===== config.mk =====
export PLATFORM = sky130hd
export DESIGN_NAME = tft_strobe_gen
export DESIGN_NICKNAME = d
export VERILOG_FILES = /design/src/rtl/tft_strobe_gen.sv
export SDC_FILE = /design/constraint.sdc
export NUM_CORES = 1
export LEC_CHECK = 0
export ABC_CLOCK_PERIOD_IN_PS = 2920
export BUFFER_PORTS_ARGS = -buffer_cell sky130_fd_sc_hd__buf_2
export CELL_PAD_IN_SITES_DETAIL_PLACEMENT = 1
export CELL_PAD_IN_SITES_GLOBAL_PLACEMENT = 1
export CORE_ASPECT_RATIO = 2
export CORE_UTILIZATION = 42
export CTS_BUF_LIST = sky130_fd_sc_hd__clkbuf_8
export DETAILED_ROUTE_END_ITERATION = 8
export PLACE_DENSITY = 0.87
export SETUP_SLACK_MARGIN = 0.5
export SYNTH_ARGS = -nofsm -noshare
export SYNTH_HDL_FRONTEND = slang
export SYNTH_SLANG_ARGS = --single-unit

===== constraint.sdc =====
create_clock -name clk -period 2.92 [get_ports clk]
set_input_delay 0.584 -clock clk [delete_from_list [all_inputs] [get_ports clk]]
set_output_delay 0.584 -clock clk [all_outputs]
set_load 0.1 [all_outputs]

===== src/rtl/tft_strobe_gen.sv =====
module tft_strobe_gen #(
  parameter int OFS_W = 10
) (
  input  logic             clk,
  input  logic             rst_n,
  input  logic             pix_en,
  input  logic             line_start,
  input  logic             disp_active,
  input  logic [OFS_W-1:0] cls_on_cfg,
  input  logic [OFS_W-1:0] cls_off_cfg,
  input  logic [OFS_W-1:0] ps_on_cfg,
  input  logic [OFS_W-1:0] ps_off_cfg,
  input  logic             cls_window_mode,
  input  logic             preset_en,
  input  logic             swap_pins,
  input  logic             shift_invert,
  input  logic             shift_gate_en,
  output logic             ctl1_o,
  output logic             ctl0_o,
  output logic             shift_clk_o
);

  localparam logic [OFS_W-1:0] OFS_MAX = '1;

  logic [OFS_W-1:0] ofs_q, cls_on_q, cls_off_q, ps_on_q, ps_off_q;
  logic             mode_q, preset_q, swap_q, inv_q, mask_q;
  logic             cls_q, ps_q, shclk_q;

  logic             take;
  logic [OFS_W-1:0] ofs_now, e_cls_on, e_cls_off, e_ps_on, e_ps_off;
  logic             e_mode, e_preset, e_inv, e_mask;
  logic             cls_win, ps_win, cls_next, shift_raw;

  assign take      = pix_en & line_start;
  assign ofs_now   = take ? '0 : ((ofs_q == OFS_MAX) ? OFS_MAX : ofs_q + 1'b1);

  assign e_cls_on  = take ? cls_on_cfg      : cls_on_q;
  assign e_cls_off = take ? cls_off_cfg     : cls_off_q;
  assign e_ps_on   = take ? ps_on_cfg       : ps_on_q;
  assign e_ps_off  = take ? ps_off_cfg      : ps_off_q;
  assign e_mode    = take ? cls_window_mode : mode_q;
  assign e_preset  = take ? preset_en       : preset_q;
  assign e_inv     = take ? shift_invert    : inv_q;
  assign e_mask    = take ? shift_gate_en   : mask_q;

  assign cls_win   = (ofs_now >= e_cls_on) && (ofs_now <= e_cls_off);
  assign ps_win    = (ofs_now >= e_ps_on)  && (ofs_now <= e_ps_off);
  assign cls_next  = e_mode ? (e_preset & cls_win) : (cls_q ^ take);
  assign shift_raw = pix_en & ~(e_mask & ~disp_active);

  always_ff @(posedge clk or negedge rst_n) begin
    if (!rst_n) begin
      ofs_q <= OFS_MAX;
      cls_q <= 1'b0;
      ps_q  <= 1'b0;
    end else if (pix_en) begin
      ofs_q <= ofs_now;
      cls_q <= cls_next;
      ps_q  <= e_preset & ps_win;
    end
  end

  always_ff @(posedge clk or negedge rst_n) begin
    if (!rst_n) begin
      cls_on_q  <= '0;
      cls_off_q <= '0;
      ps_on_q   <= '0;
      ps_off_q  <= '0;
      mode_q    <= 1'b0;
      preset_q  <= 1'b0;
      swap_q    <= 1'b0;
      inv_q     <= 1'b0;
      mask_q    <= 1'b0;
    end else if (take) begin
      cls_on_q  <= cls_on_cfg;
      cls_off_q <= cls_off_cfg;
      ps_on_q   <= ps_on_cfg;
      ps_off_q  <= ps_off_cfg;
      mode_q    <= cls_window_mode;
      preset_q  <= preset_en;
      swap_q    <= swap_pins;
      inv_q     <= shift_invert;
      mask_q    <= shift_gate_en;
    end
  end

  always_ff @(posedge clk or negedge rst_n) begin
    if (!rst_n) shclk_q <= 1'b0;
    else        shclk_q <= shift_raw ^ e_inv;
  end

  assign ctl1_o      = swap_q ? ps_q  : cls_q;
  assign ctl0_o      = swap_q ? cls_q : ps_q;
  assign shift_clk_o = shclk_q;

endmodule


==> impl_metrics.py <==
metrics = {
    "clock_tree": {
        "cts_buffers": 9,
        "cts_tree": "done",
        "clock_latency_ps": 350,
        "htree_levels": 3,
        "clk_pin_slew_ps": 70,
        "cts-hold-fix-buffers": 0,
        "cts-root-buf": "clkbuf_8",
        "clockBufferDepth": 2,
        "cts_sinks": 58,
    },
    "critical_path": {
        "worstPathRequired_ps": 3150,
        "r2r-start": "ofs_q[0]",
        "r2r_cells": 10,
        "timing.rr.end": "cls_q",
        "critPathTopFamily": "compound AO/OA/AOI/OAI gates",
        "r2r_slack_ps": -80,
        "crit_path_top_delay_cell": "dfstp_2",
        "arrival_ps": 3230,
        "startpoint_type": "flop",
        "worst-setup-path-type": "reg -> reg",
        "endpoint_kind": "flop",
        "worstPathCellList": "ha_4 > and3_4 > nand4_4 > a21oi_4 > buf_6 > ha_1 > a21o_1 > a221o_1 > o311ai_2 > a22oi_2",
        "critPathBufInv": 1,
        "critical_path.max_stage_delay_ps": 610,
        "crit_path_max_fanout": 8,
    },
    "detailed_routing": {
        "num_vias": 3219,
        "routed_wl_mm": 12.8,
        "detail-route-antenna-nets": 0,
        "via_per_inst": 5.90,
        "drc": 0,
        "drt_iter0_drc": 153,
        "wire_per_inst_um": 23.4,
        "dr.pass1.iters": 5,
    },
    "synth": {
        "syn_avg_cell_area_um2": 10.3,
        "ys_dominant_reg_cell": "dfrtp_1",
        "yosysSeqAreaShare": 0.412,
        "synth_edf_count": 0,
        "synthTopCellsByArea": "dfrtp_1 (34%), ha_1 (14%), mux2i_1 (9.8%)",
        "syn-num-nets": 436,
        "ys_warn_count": 0,
        "synth_area_leader_cell": "dfrtp_1",
        "synth_cells": 347,
        "ys_seq_elements": 58,
        "syn-cell-area_mm2": 0.00356,
        "synth_top_area_frac": 0.338,
        "synthDistinctLibCells": 52,
        "synthArstFlopShare": 1.00,
    },
    "cells_and_area": {
        "finish.cell_count_without_fillers": 546,
        "layout_commonest_cell": "buf_2",
        "utilization": 0.570,
        "filler_cell_count": 935,
        "layout.nets": 531,
        "drive_gt1_frac": 0.396,
        "synthToLayoutAreaGrowth_pct": 31.9,
        "final_cell_mix": "buf_2 (52), dfrtp_1 (48), inv_1 (42)",
    },
    "sta": {
        "setup-tns-final_ps": -117,
        "period_minus_slack_ps": 3000,
        "fin_worst_skew_ps": 8.31,
        "rsz0062_at_grt": "true",
        "drv_slew": 0,
        "setup_viol": 2,
        "relSlewSlack": 0.529,
        "finalWorstSetupSlack_ps": -78.6,
        "fin_crit_sh": 1.03,
        "max_freq_mhz": 333,
        "worst_pin_slew_ps": 687,
        "hold_violations": 0,
    },
    "floorplan": {
        "core-area_mm2": 0.00823,
        "ios": 53,
        "die_y_um": 132,
        "die_area_mm2": 0.00886,
        "start_util": 0.432,
        "die_x_um": 67.1,
        "fp-row-count": 47,
    },
    "power_and_ir_drop": {
        "finalPower_w": 0.00233,
        "vdd_drop_max_v": 0.000401,
        "p_per_area_mw_per_mm2": 496,
        "p_leak_nw": 2.52,
    },
    "status": {
        "outcome": "finished, violations left",
        "violations": "negative setup slack",
    },
    "grt": {
        "antenna_found_initial": 1,
        "grt.overflow.total": 0,
        "grt_start_max_net_pins": 30,
        "grt_pass1_vias": 3577,
        "grt_pass1_wl_mm": 17.8,
        "grt.total_usage": 0.279,
    },
    "placed_design": {
        "finalWeightedCongestion": 0.909,
        "io_buffers": 52,
        "place_ws_ps": -159,
        "dp.cells": 508,
        "dp_hpwl_mm": 8.41,
    },
    "worst_hold_path": {
        "min_path_type": "in -> async",
    },
    "flow_run": {
        "drv_cap": 0,
    },
}
==> kinds of logic (layout without fill, tap and decap cells) <==
logic type	count (synthesis)	after routing	synth area share
flops	58	58	0.412
fa+ha+maj	39	39	0.137
compound gates	73	73	0.141
xor+xnor	6	6	0.0148
simple gates	75	75	0.108
mux	42	42	0.121
buf+inv	54	154	0.0661
other cells	0	1	0
==> cell type report <==
type                       instances  area [um2]  area share
antenna                            1        2.50    0.000533
clock buffer                      12         165      0.0352
clock inverter                     4        17.5     0.00373
inverter                          41         154      0.0328
multi-input combinational        235        2130       0.454
sequential                        58        1460       0.312
tap                               98         123      0.0261
timing repair buffer              97         634       0.135
==> metrics by stage <==
stage / hold WS (ps) / area (um2)
floorplan: 288 / 3650
global placement: 457 / 4160
detailed placement: 460 / 4160
CTS: 141 / 4540
global route: 163 / 4690
finish: 147 / 4690
==> worst max path at each step <==
stage	cells after the start	slack, ps	end	startpoint
5_1_grt	12	-140	cls_q	ofs_q[1]
4_1_cts	10	40	cls_q	ofs_q[0]
3_5_place_dp	10	-160	cls_q	ofs_q[2]
3_3_place_gp	10	10	ps_q	ofs_q[0]
6_report	10	-80	cls_q	ofs_q[0]
2_1_floorplan	11	180	cls_q	ofs_q[0]
==> cell usage after synthesis (3+ instances only) <==
master    number
dfstp_2       10
ha_1          39
a211oi_1       4
buf_2          5
clkbuf_1       3
mux2i_1       35
and4_1         3
and3_1         5
nand2_1       36
inv_1         40
a21o_1        10
buf_4          3
a31oi_1        4
nand4_1        3
nand2b_1       4
a31o_2         3
nand3_1        9
nor3_1         3
a21oi_1       25
nor2_1         6
mux2_2         6
o21ai_0        6
dfrtp_1       48
xnor2_1        4
==> per-layer routing <==
metal / wire length, um / global-route usage
met5: 0 / 0
met4: 910 / 0.193
met3: 547 / 0.0562
met2: 7130 / 0.490
met1: 4190 / 0.276
==> power by group <==
group / leakage, nW / switching (W) / internal [W] / total [W]
clock: 0.105 / 0.000328 / 0.000368 / 0.000696
sequential: 0.675 / 0.0000509 / 0.000912 / 0.000963
combinational: 1.74 / 0.000409 / 0.000258 / 0.000667
total: 2.52 / 0.000788 / 0.00154 / 0.00233
==> registers in the layout, indices dropped and copies added (netlist names) <==
name / flops
cls_off_q: 10
cls_on_q: 10
cls_q: 1
inv_q: 1
mask_q: 1
mode_q: 1
ofs_q: 10
preset_q: 1
ps_off_q: 10
ps_on_q: 10
ps_q: 1
shift_clk_o: 1
swap_q: 1
==> timing repair <==
action,CTS,global route
pin swaps,15,16
hold endpoints to repair,0,0
endpoints found under the setup margin,2,2
gates resized for setup,24,14
setup buffers,13,8
Note: power is estimated with default switching activity, not from simulation.
